===== src/rtl/dpp_pkg.sv =====
package dpp_pkg;
  typedef enum logic [1:0] {
    GATE_OFF  = 2'd0,
    GATE_HIGH = 2'd1,
    GATE_LOW  = 2'd2
  } gate_state_e;

  localparam int NUM_PH = 2;
endpackage


===== src/rtl/dpp_ramp_gen.sv =====
// Shared period counter: two interleaved ramps, sense select and capture strobe.
module dpp_ramp_gen #(
  parameter int CW = 8
) (
  input  logic                clk,
  input  logic                rst_n,
  output logic [1:0][CW-1:0]  ramp_o,
  output logic                sel_o,
  output logic                strobe_o
);
  localparam int              HALF   = 2 ** (CW - 1);
  localparam logic [CW-2:0]   STB_AT = (CW-1)'(HALF - 2);

  logic [CW-1:0] cnt_q, cnt_d;
  logic          cnt_en;

  assign cnt_en = 1'b1;

  always_comb begin
    cnt_d = cnt_q;
    if (cnt_en) cnt_d = cnt_q + CW'(1);
  end

  always_ff @(posedge clk or negedge rst_n) begin
    if (!rst_n) cnt_q <= '0;
    else        cnt_q <= cnt_d;
  end

  // Phase 2 ramp is the counter advanced by half a period.
  assign ramp_o[0] = cnt_q;
  assign ramp_o[1] = {~cnt_q[CW-1], cnt_q[CW-2:0]};

  // In the lower half phase 2 approaches its capture point, in the upper half phase 1.
  assign sel_o    = ~cnt_q[CW-1];
  assign strobe_o = (cnt_q[CW-2:0] == STB_AT);
endmodule


===== src/rtl/dpp_balance.sv =====
// Holds one sample per phase and derives the clamped ramp offset for phase 1.
module dpp_balance #(
  parameter int SW      = 8,
  parameter int OW      = 5,
  parameter int GSH     = 2,
  parameter int OFS_LIM = 15
) (
  input  logic                 clk,
  input  logic                 rst_n,
  input  logic                 strobe_i,
  input  logic                 sel_i,
  input  logic [SW-1:0]        isense_i,
  output logic signed [OW-1:0] ofs_o
);
  localparam logic signed [SW:0] LIM_P = (SW+1)'(OFS_LIM);
  localparam logic signed [SW:0] LIM_N = -LIM_P;

  logic [1:0][SW-1:0]   samp_q, samp_d;
  logic                 upd_q, upd_d;
  logic signed [OW-1:0] ofs_q, ofs_d;
  logic signed [SW:0]   diff, shf;

  always_comb begin
    samp_d = samp_q;
    if (strobe_i) samp_d[sel_i] = isense_i;
    upd_d = strobe_i;
  end

  assign diff = $signed({1'b0, samp_q[0]}) - $signed({1'b0, samp_q[1]});
  assign shf  = diff >>> GSH;

  always_comb begin
    ofs_d = ofs_q;
    if (upd_q) begin
      if (shf > LIM_P)      ofs_d = LIM_P[OW-1:0];
      else if (shf < LIM_N) ofs_d = LIM_N[OW-1:0];
      else                  ofs_d = shf[OW-1:0];
    end
  end

  always_ff @(posedge clk or negedge rst_n) begin
    if (!rst_n) begin
      samp_q <= '0;
      upd_q  <= 1'b0;
      ofs_q  <= '0;
    end else begin
      samp_q <= samp_d;
      upd_q  <= upd_d;
      ofs_q  <= ofs_d;
    end
  end

  assign ofs_o = ofs_q;
endmodule


===== src/rtl/dpp_phase_gate.sv =====
// One phase: ramp comparison, duty limit and dead-time sequencing of the gate pair.
module dpp_phase_gate
  import dpp_pkg::*;
#(
  parameter int CW     = 8,
  parameter int OW     = 5,
  parameter int DW     = 4,
  parameter int FLOOR  = 16,
  parameter int MAX_ON = 192
) (
  input  logic                 clk,
  input  logic                 rst_n,
  input  logic [CW-1:0]        ramp_i,
  input  logic [CW-1:0]        eff_i,
  input  logic signed [OW-1:0] ofs_i,
  input  logic                 blank_i,
  input  logic [DW-1:0]        dead_i,
  output logic                 hs_o,
  output logic                 ls_o
);
  localparam int            AW       = CW + 2;
  localparam logic [CW-1:0] MAX_ON_V = CW'(MAX_ON);

  logic signed [AW-1:0] ramp_adj, eff_w;
  logic                 demand;
  gate_state_e          st_q, st_d;
  logic [DW-1:0]        dc_q, dc_d;

  assign ramp_adj = $signed({2'b00, ramp_i}) + $signed(AW'(FLOOR))
                  + $signed({{(AW-OW){ofs_i[OW-1]}}, ofs_i});
  assign eff_w    = $signed({2'b00, eff_i});
  assign demand   = (ramp_i < MAX_ON_V) && (eff_w > ramp_adj);

  always_comb begin
    st_d = st_q;
    dc_d = dc_q;
    if (blank_i) begin
      st_d = GATE_OFF;
      dc_d = dead_i;
    end else begin
      unique case (st_q)
        GATE_HIGH: if (!demand) begin
          st_d = GATE_OFF;
          dc_d = dead_i;
        end
        GATE_LOW: if (demand) begin
          st_d = GATE_OFF;
          dc_d = dead_i;
        end
        default: begin
          if (dc_q == '0) st_d = demand ? GATE_HIGH : GATE_LOW;
          else            dc_d = dc_q - DW'(1);
        end
      endcase
    end
  end

  always_ff @(posedge clk or negedge rst_n) begin
    if (!rst_n) begin
      st_q <= GATE_OFF;
      dc_q <= '0;
    end else begin
      st_q <= st_d;
      dc_q <= dc_d;
    end
  end

  assign hs_o = (st_q == GATE_HIGH);
  assign ls_o = (st_q == GATE_LOW);
endmodule


===== src/rtl/dual_phase_pwm.sv =====
module dual_phase_pwm
  import dpp_pkg::*;
#(
  parameter int CW         = 8,
  parameter int SW         = 8,
  parameter int DW         = 4,
  parameter int FLOOR      = 16,
  parameter int OFS_LIM    = 15,
  parameter int GAIN_SHIFT = 2,
  parameter int MAX_QTR    = 3
) (
  input  logic          clk,
  input  logic          rst_n,
  input  logic [CW-1:0] ctrl_word,
  input  logic [CW-1:0] ss_word,
  input  logic [SW-1:0] isense,
  input  logic          gate_off,
  input  logic [DW-1:0] dead_cfg,
  output logic [1:0]    hs_en,
  output logic [1:0]    ls_en,
  output logic          sense_sel,
  output logic          sense_strobe
);
  localparam int OW     = $clog2(OFS_LIM + 1) + 1;
  localparam int PERIOD = 2 ** CW;
  localparam int MAX_ON = (PERIOD * MAX_QTR) / 4;

  logic [1:0][CW-1:0]   ramp;
  logic [CW-1:0]        eff;
  logic                 blank;
  logic signed [OW-1:0] ofs_p1;
  logic signed [OW-1:0] ofs_ph [NUM_PH];

  assign eff   = (ctrl_word < ss_word) ? ctrl_word : ss_word;
  assign blank = gate_off || (ss_word < CW'(FLOOR));

  dpp_ramp_gen #(.CW(CW)) u_ramp (
    .clk      (clk),
    .rst_n    (rst_n),
    .ramp_o   (ramp),
    .sel_o    (sense_sel),
    .strobe_o (sense_strobe)
  );

  dpp_balance #(.SW(SW), .OW(OW), .GSH(GAIN_SHIFT), .OFS_LIM(OFS_LIM)) u_bal (
    .clk      (clk),
    .rst_n    (rst_n),
    .strobe_i (sense_strobe),
    .sel_i    (sense_sel),
    .isense_i (isense),
    .ofs_o    (ofs_p1)
  );

  // Heavier phase gets its ramp raised, the other lowered by the same amount.
  assign ofs_ph[0] = ofs_p1;
  assign ofs_ph[1] = -ofs_p1;

  for (genvar p = 0; p < NUM_PH; p++) begin : g_ph
    dpp_phase_gate #(
      .CW(CW), .OW(OW), .DW(DW), .FLOOR(FLOOR), .MAX_ON(MAX_ON)
    ) u_gate (
      .clk     (clk),
      .rst_n   (rst_n),
      .ramp_i  (ramp[p]),
      .eff_i   (eff),
      .ofs_i   (ofs_ph[p]),
      .blank_i (blank),
      .dead_i  (dead_cfg),
      .hs_o    (hs_en[p]),
      .ls_o    (ls_en[p])
    );
  end
endmodule


===== config.mk =====
export PLATFORM = sky130hd
export DESIGN_NAME = dual_phase_pwm
export DESIGN_NICKNAME = d
export VERILOG_FILES = /design/src/rtl/dpp_pkg.sv /design/src/rtl/dpp_ramp_gen.sv /design/src/rtl/dpp_balance.sv /design/src/rtl/dpp_phase_gate.sv /design/src/rtl/dual_phase_pwm.sv
export SDC_FILE = /design/constraint.sdc
export NUM_CORES = 1
export LEC_CHECK = 0
export CAP_MARGIN = 20
export CORE_MARGIN = 2
export CORE_UTILIZATION = 53
export DETAILED_ROUTE_END_ITERATION = 6
export PLACE_DENSITY = 0.81
export SLEW_MARGIN = 15
export SYNTH_ARGS = -nofsm -noshare
export SYNTH_HDL_FRONTEND = slang
export SYNTH_SLANG_ARGS = --single-unit

===== constraint.sdc =====
create_clock -name clk -period 7.15 [get_ports clk]
set_clock_uncertainty 0.05 [all_clocks]
set_input_delay 1.43 -clock clk [delete_from_list [all_inputs] [get_ports clk]]
set_output_delay 1.43 -clock clk [all_outputs]
set_load 0.1 [all_outputs]

Yosys cells after proc, flatten, opt, wreduce, memory -nomap -nowiden
Cells that the tools add are included.

word-level totals
  word-level logic and storage cells = 80
  memory bits (writable) = 0
  bits in latches = 0
  register bits = 42
  memories = 0
  memory bits (read-only) = 0

cells by class
  shift operators = 0
  $lt $le $gt $ge = 10
  $add $sub $neg = 9
  muxes and demuxes = 28
  reduce and logical (&&, ||, !) cells = 12
  bitwise gates (word level) = 1
  div/mod/pow operators = 0
  $mul = 0
  equality and inequality tests = 11

operators with widths
  kind                                                                      number
  4-bit two-way mux                                                         8
  10-bit by 5-bit adder with 10-bit output                                  2
  9-bit by 10-bit > comparator with 1-bit output                            2
  2-bit two-way mux                                                         10
  8-bit by 5-bit adder with 9-bit output (second input constant)            2
  16-bit bitwise mux                                                        1
  8-bit < comparator (second input constant)                                2
  8-bit two-way mux                                                         2
  4-bit case mux with 2 select lines                                        2
  3-bit inequality test (second input constant)                             4
  3-bit AND reduction                                                       4
  5-bit two-way mux                                                         2
  8-bit by 8-bit subtractor with 9-bit output                               1
  8-bit by 1-bit adder with 8-bit output (second input constant)            1
  8-bit demux with 1-bit select                                             1
  4-bit logical NOT                                                         2
  8-bit by 5-bit < comparator with 1-bit output (second input constant)     1
  8-bit < comparator                                                        1
  4-bit by 2-bit inequality test with 1-bit output (second input constant)  2
  2-bit case mux with 2 select lines                                        2
  4-bit nonzero test                                                        2
  4-bit by 1-bit subtractor with 4-bit output (second input constant)       2
  7-bit == test (second input constant)                                     1
  7-bit by 5-bit > comparator with 1-bit output (second input constant)     1
  9 further kinds                                                           13

Longest topological paths before layout
Gate-level depths: netlist of run 1.

  depth in word-level cells = 9
  gate-level depth with buffers = 20
  gate-level depth less buffers = 20

Hierarchy
A second synthesis of run 1 with hierarchy kept.

second synthesis, totals
  cell total of the unflattened synthesis = 477
  area total of the unflattened synthesis = 4315.4 µm²

modules (own cells, without submodules)
  module          instances  area each (µm²)  cells each
  dpp_phase_gate  2          1146.1           143
  dpp_balance     1          1267.5           112
  dpp_ramp_gen    1          409.1            37
  dual_phase_pwm  1          346.6            42

Worst setup path before layout of run 1
Ideal clock, no wire load.

  kind = input port to flip-flop
  start point = input ss_word[5]
  end point = register g_ph[1].u_gate.st_q[0]
  setup time = 0.121 ns
  cell stages on the path = 15
  slack = 2.054 ns
  data required time = 6.979 ns
  data arrival time = 4.925 ns
  path buffers = 0
  cell sequence = inv_1 > ha_1 > a21oi_1 > o21a_1 > a21boi_2 > mux2_2 > ha_1 > nand3_1 > nor4_1 > mux2i_1 > nand3b_1 > a222oi_1 > mux2i_1 > a21oi_1 > a22o_1

on the way
  cells in the longest elaborated chain, start to end = 8

ends and longest elaborated chain
  element                                         line                  text
  from (decl)                                     dual_phase_pwm.sv:15  input logic [CW-1:0] ss_word,
  8-bit < comparator                              dual_phase_pwm.sv:34  assign eff = (ctrl_word < ss_word) ? ctrl_word : ss_word;
  8-bit two-way mux                               dual_phase_pwm.sv:34
  9-bit by 10-bit > comparator with 1-bit output  dpp_phase_gate.sv:32  assign demand = (ramp_i < MAX_ON_V) && (eff_w > ramp_adj);
  1-bit logical AND                               dpp_phase_gate.sv:32
  2-bit two-way mux (2 in a row)                  dpp_phase_gate.sv:51  if (dc_q == '0) st_d = demand ? GATE_HIGH : GATE_LOW;
  2-bit case mux with 2 select lines              dpp_phase_gate.sv:41  unique case (st_q)
  2-bit two-way mux                               dpp_phase_gate.sv:37  if (blank_i) begin
  to (signal assigned)                            dpp_phase_gate.sv:63  st_q <= st_d;
  to (decl)                                       dpp_phase_gate.sv:26  gate_state_e st_q, st_d;

Parallel ways exist; a longest one is shown, timed or not. The select of a mux whose other input is x is not followed.
A chain may end at the register's enable or synchronous reset.

Final worst setup path of run 1
  start point = input ss_word[5]
  end point = register g_ph[1].u_gate.dc_q[2]

on the way
  cells in the longest elaborated chain, start to end = 6

ends and longest elaborated chain
  element                                         line                  text
  8-bit < comparator                              dual_phase_pwm.sv:34
  8-bit two-way mux                               dual_phase_pwm.sv:34
  9-bit by 10-bit > comparator with 1-bit output  dpp_phase_gate.sv:32
  1-bit logical AND                               dpp_phase_gate.sv:32
  3-bit inequality test (no source line)          -
  3-bit AND reduction (no source line)            -
  to (signal assigned)                            dpp_phase_gate.sv:61  dc_q <= '0;
  to (signal assigned)                            dpp_phase_gate.sv:64  dc_q <= dc_d;
  to (decl)                                       dpp_phase_gate.sv:27  logic [DW-1:0] dc_q, dc_d;

Parallel ways exist; a longest one is shown, timed or not.

==> results of run 1 <==
==> routing by layer <==
layer  share of wire  wire (um)
met1            0.45       4230
met2            0.49       4600
met3           0.045        423
met4           0.013        122
met5               0          0
==> power by group <==
part	leakage, nW	switching (mW)	internal (mW)	total (mW)
clock	0.0514	0.0818	0.104	0.186
sequential	0.500	0.0216	0.260	0.282
combinational	1.53	0.138	0.104	0.242
total	2.08	0.242	0.468	0.710
==> how the worst max path moves through the flow <==
stage,from,endpoint,slack [ps],cells after the start
4_1_cts,ss_word[5],g_ph[1].u_gate.dc_q[2],1270,16
3_5_place_dp,ss_word[5],g_ph[1].u_gate.dc_q[2],950,16
2_1_floorplan,ss_word[5],g_ph[1].u_gate.st_q[0],2050,15
5_1_grt,ss_word[5],g_ph[1].u_gate.dc_q[2],950,16
3_3_place_gp,ss_word[5],g_ph[1].u_gate.st_q[0],1250,16
6_report,ss_word[5],g_ph[1].u_gate.dc_q[2],1260,16
==> area by class of cell <==
class | instances | area (um^2) | share of cell area
multi-input combinational | 360 | 2780 | 0.603
clock buffer | 6 | 72.6 | 0.0157
clock inverter | 2 | 37.5 | 0.00813
sequential | 42 | 1050 | 0.228
inverter | 49 | 184 | 0.0399
tap | 99 | 124 | 0.0268
timing repair buffer | 37 | 363 | 0.0786
==> through the flow <==
stage | utilization | total power, mW | area (um^2)
after floorplan | - | 0.456 | 4070
after global placement | 0.614 | 0.511 | 4500
after detailed placement | 0.614 | 0.523 | 4500
after CTS | 0.629 | 0.711 | 4610
after global routing | 0.629 | 0.755 | 4610
final | 0.629 | 0.710 | 4610
==> state kept, by name (all words and copies together), names as in the netlist <==
register	flops
u_bal.samp_q	16
g_ph.u_gate.dc_q	8
g_ph.u_gate.st_q	4
u_ramp.cnt_q	8
u_bal.upd_q	1
u_bal.ofs_o	5
==> cell usage in the layout (no fill, tap or decap), drive strengths merged, types with 8 or more instances in the layout <==
cell type      Yosys  layout
clkdlybuf4s50      0      35
mux2              14      14
o21a              10      10
inv               48      48
o21ai             30      30
ha                52      52
nor2              19      19
dfrtp             42      42
a21o               8       8
nand2             26      26
o31ai              9       9
xnor2             19      19
nor3              12      12
nand3              9       9
a21oi             26      26
==> cells by family (layout without fill, tap and decap cells) <==
logic type / after synthesis / after routing / synth area share
xor gates and xnor gates: 26 / 26 / 0.0578
buffers and inverters: 58 / 94 / 0.0572
adders and majority gates: 55 / 55 / 0.172
muxes: 18 / 18 / 0.0486
DFF: 42 / 42 / 0.258
AOI/OAI and AO/OA: 148 / 148 / 0.259
and+or+nand+nor: 113 / 113 / 0.146
==> worst register-to-register path, cell delays in order, from the launching register on <==
cell,delay (ps)
sky130_fd_sc_hd__dfrtp_1,450
sky130_fd_sc_hd__inv_1,110
sky130_fd_sc_hd__ha_1,180
sky130_fd_sc_hd__nor3b_2,240
sky130_fd_sc_hd__xor2_2,370
sky130_fd_sc_hd__inv_2,130
sky130_fd_sc_hd__ha_1,380
sky130_fd_sc_hd__inv_1,50
sky130_fd_sc_hd__o21ai_0,230
sky130_fd_sc_hd__a41oi_2,200
sky130_fd_sc_hd__xnor2_1,180
sky130_fd_sc_hd__ha_1,340
sky130_fd_sc_hd__nand3_1,110
sky130_fd_sc_hd__nor4_1,280
sky130_fd_sc_hd__mux2i_1,130
sky130_fd_sc_hd__nand3b_1,180
sky130_fd_sc_hd__a222oi_1,470
sky130_fd_sc_hd__mux2i_1,580
sky130_fd_sc_hd__o21ai_0,180
sky130_fd_sc_hd__a31o_1,270
==> impl_results.rst, run 1 <==
.. list-table::
   :header-rows: 1

   * - Metric
     - Value
   * - Result of the run
     - finished clean
   * - Avg Inst Size Synth
     - 8.84 um^2
   * - Number of gates given a new drive strength after cts
     - 0
   * - Worst slew margin
     - 0.340
   * - Layout Nets
     - 580
   * - Number of max-capacitance violations reported
     - 0
   * - Min-Delay Endpoint
     - u_bal.samp_q[0]
   * - First-pass GRT wire length
     - 15.9 mm
   * - Hold slack final
     - 450 ps
   * - Maximum operating frequency
     - 170 MHz
   * - GP Congestion
     - 0.864
   * - Top post-synthesis cells by area
     - sky130_fd_sc_hd__dfrtp_1, sky130_fd_sc_hd__ha_1, sky130_fd_sc_hd__inv_1
   * - Count of hold-fix buffers inserted at cts
     - 0
   * - Number of vias per cell after detailed routing
     - 6.06
   * - Fill cell total of the finished layout
     - 598
   * - Number of detailed-route iterations in the first pass
     - 5
   * - FFs w/ async S/R, synth
     - 1.00
   * - Initial core utilization
     - 0.555
   * - Final-report hold violation count
     - 0
   * - Power Dens Cells
     - 154 nW/um^2
   * - Clock tree from TritonCTS
     - done
   * - Worst Path Required
     - 7290 ps
   * - Routing usage on met3
     - 0.0307
   * - Hold_sp
     - u_bal.samp_q[0]
   * - Crit path DAT
     - 6030 ps
   * - Initial antenna violation count
     - 0
   * - Area growth from synthesis to final layout
     - 13.5%
   * - Total DRC errors in the routed layout
     - 0
   * - Distinct cells, synth
     - 74
   * - I/O pin count
     - 37
   * - Drt wl/cell
     - 15.8 um
   * - Path type of the worst min-delay path
     - reg -> reg
   * - Total global-route track usage
     - 0.230
   * - Final wirelength
     - 9.38 mm
   * - Type of the worst setup path
     - in -> reg
   * - Register area share after synthesis
     - 0.258
   * - Pin count of the biggest net entering global routing
     - 43
   * - Critical path endpoint category
     - register
   * - Vias in the first global route
     - 3511
   * - Buffering stage count on the worst path with inverters included
     - 2
   * - Final Slew Violations
     - 0
   * - Insertion delay to the later sink of the worst-skew pair
     - 300 ps
   * - Cell-by-cell trace of the critical path
     - clkdlybuf4s50_1 > inv_1 > ha_1 > a21oi_1 > o21a_1 > a21boi_2 > mux2_2 > ha_1 > nand3_1 > nor4_1 > mux2i_1 > nand3b_1 > a222oi_1 > mux2i_1 > o21ai_0 > a31o_1
   * - Worst-case clock buffer depth
     - 2
   * - Final worst path period need
     - 5890 ps
   * - Layer with the highest usage
     - met2
   * - Synth Net Count
     - 545
   * - Total of endpoints with negative setup slack in the final report
     - 0
   * - Leftover overflow at the end of global routing
     - 0
   * - Worst-Margin Slew
     - 987 ps
   * - Largest delay contributor family on the critical path
     - compound AO/OA/AOI/OAI gates
   * - Die area
     - 8390 um^2
   * - IO Port Bufs
     - 36
   * - Setup TNS
     - 0 ps
   * - Final non-filler cell total
     - 595
   * - Most frequent cell after synthesis
     - sky130_fd_sc_hd__ha_1
   * - Top-area cell type share of the netlist area
     - 0.258
   * - Width of the chip
     - 91.6 um
   * - TritonCTS Sinks
     - 42
   * - Crit-path slowest cell
     - sky130_fd_sc_hd__mux2i_1
   * - Count of H-tree levels built during CTS
     - 2
   * - Placeable core region
     - 7330 um^2
   * - Die Height
     - 91.6 um
   * - Number of cells after detailed placement
     - 587
   * - Library cell with the largest summed area after synthesis
     - sky130_fd_sc_hd__dfrtp_1
   * - Post-synth top flop
     - sky130_fd_sc_hd__dfrtp_1
   * - Clock buffer count from CTS
     - 5
   * - Warnings, synthesis
     - 0
   * - R2R Path Start
     - u_bal.ofs_o[1]
   * - Root cell of the clock tree
     - sky130_fd_sc_hd__clkbuf_8
   * - Hold path depth
     - 1
   * - Number of enable-type register cells in the synthesized netlist
     - 0
   * - Grt met2 use
     - 0.400
   * - Category of the worst setup path launch point
     - input port
   * - Total via count in the routed design
     - 3604
   * - N_diodes
     - 0
   * - Ratio of cells with drive above 1 in the final layout
     - 0.0645
   * - Leading cell types by count after synthesis
     - sky130_fd_sc_hd__ha_1, sky130_fd_sc_hd__inv_1, sky130_fd_sc_hd__dfrtp_1, sky130_fd_sc_hd__o21ai_0
   * - Maximum net fanout on the critical path
     - 8
   * - Met1 Usage GRT
     - 0.301
   * - Setup repair after global routing missed its margin
     - no
   * - Drt initial violations
     - 244
   * - Post-synthesis cell count
     - 460
   * - Worst reg2reg path endpoint
     - g_ph[1].u_gate.dc_q[2]
   * - Worst-case vdd ir drop
     - 0.000178 V
   * - Syn Std Cell Area
     - 4070 um^2
   * - Setup WS post-layout
     - 1260 ps
   * - Final period utilization
     - 0.824
   * - Number of synthesized register bits
     - 42
   * - Setup fix buffers added after clock tree synthesis
     - 0
   * - Post-placement worst setup slack
     - 954 ps
   * - Clock slew at reported path FFs
     - 80 ps
   * - Static power due to leakage
     - 2.08 nW
   * - Delay of the slowest critical-path stage
     - 580 ps
   * - Slack of the worst reg-to-reg path
     - 1940 ps
   * - Worst R2R Path Depth
     - 19
   * - Standard-cell rows
     - 31
   * - Post-route antenna net violation count
     - 0
   * - DPL Wire Length
     - 7.35 mm
Power figures use the tool's default switching activity.
==> run 2, diff against run 1 <==
--- a/config.mk
+++ b/config.mk
@@ -9,7 +9,7 @@
 export CORE_MARGIN = 2
 export CORE_UTILIZATION = 53
 export DETAILED_ROUTE_END_ITERATION = 6
-export PLACE_DENSITY = 0.81
+export PLACE_DENSITY = 0.84
 export SLEW_MARGIN = 15
 export SYNTH_ARGS = -nofsm -noshare
 export SYNTH_HDL_FRONTEND = slang
==> constraint.sdc (replaced) <==
create_clock -name clk -period 5.1 [get_ports clk]
set_clock_uncertainty 0.05 [all_clocks]
set_input_delay 1.02 -clock clk [delete_from_list [all_inputs] [get_ports clk]]
set_output_delay 1.02 -clock clk [all_outputs]
set_load 0.1 [all_outputs]
==> run 2 against run 1 <==
  * Non-clock buffer count up 18
  * Via count rose by 4.7%
  * Count of clock-buffer cells in the layout unchanged
  * Hold slack improved by 0.93 ps
  * First-iteration DRC count down 26%
  * Sequential share of layout area fell by 0.95 points
  * Die area did not move
  * Routed wire length is 4.3% higher
  * Critical path depth increased by 2
  * Cell count rose by 3.0%
  * Register-to-register slack worse by 1700 ps
  * Total power is 45% higher
  * Highest routed layer unchanged
==> impl_results.rst, run 2 (same netlist as run 1, synthesis figures left out) <==
.. list-table::
   :header-rows: 1

   * - Metric
     - Value
   * - Result of the run
     - finished clean
   * - Setup WS post-layout
     - 84.2 ps (-1170 ps)
   * - Switching share of power
     - 0.342 (+0.00120)
   * - Largest reg by FF count
     - u_bal.samp_q
   * - I/O pin count
     - 37 (unchanged)
   * - Max reg flops
     - 16 (unchanged)
   * - Number of cells after detailed placement
     - 603 (+2.7%)
   * - Drt wl/cell
     - 16.0 um (+1.3%)
   * - IO Port Bufs
     - 36 (unchanged)
   * - Ratio of cells with drive above 1 in the final layout
     - 0.115 (+0.0503)
   * - Worst-case clock buffer depth
     - 2 (unchanged)
   * - Total DRC errors in the routed layout
     - 0 (unchanged)
   * - Crit-path slowest cell
     - sky130_fd_sc_hd__clkdlybuf4s50_1
   * - Sequential share of power
     - 0.384 (-0.013)
   * - Total global-route track usage
     - 0.234 (+0.00409)
   * - Crit path DAT
     - 5150 ps (-880 ps)
   * - Clock slew at reported path FFs
     - 80 ps (about the same)
   * - Layout Nets
     - 598 (+3.1%)
   * - Clock tree from TritonCTS
     - done
   * - Count of hold-fix buffers inserted at cts
     - 0 (unchanged)
   * - Final Slew Violations
     - 0 (unchanged)
   * - Most common cell after layout, fill and taps aside
     - sky130_fd_sc_hd__ha_1
   * - Final period utilization
     - 0.983
   * - Clock buffer count from CTS
     - 5 (unchanged)
   * - Final wirelength
     - 9.78 mm (+4.3%)
   * - Final non-filler cell total
     - 613 (+3.0%)
   * - Worst Path Required
     - 5240 ps (-2050 ps)
   * - Area growth from synthesis to final layout
     - 18.4%
   * - Post-route design area
     - 4820 um^2 (+4.4%)
   * - TritonCTS Sinks
     - 42 (unchanged)
   * - Final worst path period need
     - 5020 ps
   * - Worst setup path endpoint
     - g_ph[1].u_gate.dc_q[2]
   * - Worst slew margin
     - 0.348 (+0.00833)
   * - Cell-by-cell trace of the critical path
     - clkdlybuf4s50_1 > inv_1 > ha_1 > and4_1 > o21a_1 > a21boi_4 > mux2_2 > ha_1 > and3_1 > a221oi_1 > o21ai_0 > nor3b_1 > a222oi_1 > buf_4 > mux2i_4 > buf_4 > o31a_1 > a31o_1
   * - Post-placement worst setup slack
     - -303 ps (-1260 ps)
   * - Final cell utilization of the core
     - 0.657 (+0.0275)
   * - Slack of the worst reg-to-reg path
     - 270 ps (-1670 ps)
   * - Part of the total power dissipated in the clock network
     - 0.258 (-0.004)
   * - Power Dens Cells
     - 214 nW/um^2 (+39%)
   * - Largest delay contributor family on the critical path
     - compound AO/OA/AOI/OAI gates
   * - Largest registers
     - u_bal.samp_q: 16 flops, g_ph.u_gate.dc_q: 8 flops, u_ramp.cnt_q: 8 flops
   * - Worst R2R Path Depth
     - 22 (+3)
   * - Number of max-capacitance violations reported
     - 0 (unchanged)
   * - Fraction of power consumed by combinational cells
     - 0.359 (+0.017)
   * - Pin count of the biggest net entering global routing
     - 43 (unchanged)
   * - Total via count in the routed design
     - 3773 (+4.7%)
   * - R2R Path Start
     - u_bal.ofs_o[1]
   * - Buffering stage count on the worst path with inverters included
     - 4 (+2)
   * - Post-route antenna net violation count
     - 0 (unchanged)
   * - N_diodes
     - 0 (unchanged)
   * - Number of vias per cell after detailed routing
     - 6.15 (+1.6%)
   * - Count of H-tree levels built during CTS
     - 2 (unchanged)
   * - Type of the worst setup path
     - in -> reg
   * - Critical path endpoint category
     - register
   * - DPL Wire Length
     - 7.53 mm (+2.5%)
   * - Total of endpoints with negative setup slack in the final report
     - 0 (unchanged)
   * - Root cell of the clock tree
     - sky130_fd_sc_hd__clkbuf_8
   * - Setup TNS
     - 0 ps (unchanged)
   * - Worst-case vdd ir drop
     - 0.000322 V (+80%)
   * - First element of the critical path
     - ss_word[6]
   * - Static power due to leakage
     - 2.18 nW (+4.9%)
   * - GP Congestion
     - 0.889 (+3.0%)
   * - Worst-Margin Slew
     - 975 ps (-12.5 ps)
   * - Initial antenna violation count
     - 0 (unchanged)
   * - Vias in the first global route
     - 3585 (+2.1%)
   * - Drt initial violations
     - 181 (-26%)
   * - Power, Total
     - 1.03 mW (+45%)
   * - Path type of the worst min-delay path
     - reg -> reg
   * - Initial core utilization
     - 0.555 (unchanged)
   * - Standard-cell rows
     - 31 (unchanged)
   * - Number of detailed-route iterations in the first pass
     - 5 (unchanged)
   * - Maximum operating frequency
     - 199 MHz
   * - Die Height
     - 91.6 um (unchanged)
   * - Maximum net fanout on the critical path
     - 6 (-2)
   * - Int Pwr
     - 0.678 mW (+45%)
   * - Switching power
     - 0.352 mW (+46%)
   * - Final-report hold violation count
     - 0 (unchanged)
   * - Insertion delay to the later sink of the worst-skew pair
     - 300 ps (about the same)
   * - Commonest cells after routing, fill and taps aside
     - sky130_fd_sc_hd__ha_1, sky130_fd_sc_hd__inv_1, sky130_fd_sc_hd__dfrtp_1
   * - Die area
     - 8390 um^2 (unchanged)
   * - Depth of the critical timing path with buffers and inverters included
     - 18 (+2)
   * - Width of the chip
     - 91.6 um (unchanged)
   * - Category of the worst setup path launch point
     - input port
   * - Delay of the slowest critical-path stage
     - 480 ps (-100 ps)
   * - DP Area
     - 4620 um^2 (+2.7%)
   * - Placeable core region
     - 7330 um^2 (unchanged)
   * - First-pass GRT wire length
     - 16.3 mm (+2.7%)
   * - Leftover overflow at the end of global routing
     - 0 (unchanged)
   * - Worst reg2reg path endpoint
     - g_ph[1].u_gate.dc_q[2]
   * - Hold slack final
     - 451 ps (+0.933 ps)
-- run 2: power groups by stage --
stage / clock [mW] / sequential [mW] / combinational [mW]
finish: 0.266 / 0.395 / 0.370
global route: 0.288 / 0.401 / 0.409
CTS: 0.273 / 0.394 / 0.353
detailed placement: 0 / 0.400 / 0.350
global placement: 0 / 0.399 / 0.340
floorplan: 0 / 0.392 / 0.247
-- run 2: worst min path at each step --
stage / start / end / slack [ps] / cells after the start
2_1_floorplan: u_ramp.cnt_q[5] / u_ramp.cnt_q[5] / 420 / 1
3_3_place_gp: u_bal.samp_q[0] / u_bal.samp_q[0] / 430 / 1
3_5_place_dp: u_ramp.cnt_q[5] / u_ramp.cnt_q[5] / 440 / 1
4_1_cts: u_ramp.cnt_q[5] / u_ramp.cnt_q[5] / 460 / 1
5_1_grt: u_ramp.cnt_q[5] / u_ramp.cnt_q[5] / 460 / 1
6_report: u_ramp.cnt_q[5] / u_ramp.cnt_q[5] / 450 / 1
-- run 2: timing repair --
action	4_1_cts	5_1_grt
gates resized for setup	0	12
endpoints found under the setup margin	0	12
setup buffers	0	2
-- run 2: area by class of cell --
class / instances / area [um^2]
Multi-Input combinational cell: 360 / 2850
Inverter: 49 / 184
Tap cell: 99 / 124
Clock inverter: 2 / 37.5
Sequential cell: 42 / 1050
Fill cell: 567 / 2510
Clock buffer: 6 / 72.6
Timing Repair Buffer: 55 / 502
-- run 2: worst register-to-register path: stages (launching register included) --
cell and delay, ps:
sky130_fd_sc_hd__dfrtp_1 440, sky130_fd_sc_hd__inv_1 110, sky130_fd_sc_hd__ha_1 180, sky130_fd_sc_hd__nor3b_2 230
sky130_fd_sc_hd__xor2_2 280, sky130_fd_sc_hd__inv_2 120, sky130_fd_sc_hd__ha_1 340, sky130_fd_sc_hd__o21a_1 120
sky130_fd_sc_hd__o31a_1 120, sky130_fd_sc_hd__o21ai_0 180, sky130_fd_sc_hd__nand2b_1 90, sky130_fd_sc_hd__xnor2_1 220
sky130_fd_sc_hd__ha_1 300, sky130_fd_sc_hd__and3_1 170, sky130_fd_sc_hd__a221oi_1 270, sky130_fd_sc_hd__o21ai_0 190
sky130_fd_sc_hd__nor3b_1 260, sky130_fd_sc_hd__a222oi_1 100, sky130_fd_sc_hd__buf_4 170, sky130_fd_sc_hd__mux2i_4 200
sky130_fd_sc_hd__buf_4 160, sky130_fd_sc_hd__o31a_1 230, sky130_fd_sc_hd__a31o_1 180
-- run 2: layer usage --
layer  routed length (um)  vias to the layer above  GRT usage
met5                    0                        -          0
met2                 4720                       97      0.401
li1                     -                     1831          -
met1                 4420                     1825      0.311
met4                  241                        0     0.0644
met3                  404                       20     0.0290
==> run 3, diff against run 2 <==
--- a/config.mk
+++ b/config.mk
@@ -14,3 +14,4 @@
 export SYNTH_ARGS = -nofsm -noshare
 export SYNTH_HDL_FRONTEND = slang
 export SYNTH_SLANG_ARGS = --single-unit
+export TNS_END_PERCENT = 50
==> results of run 3 <==
Same layout as run 2: the final DEF is identical, and so are final timing and power.
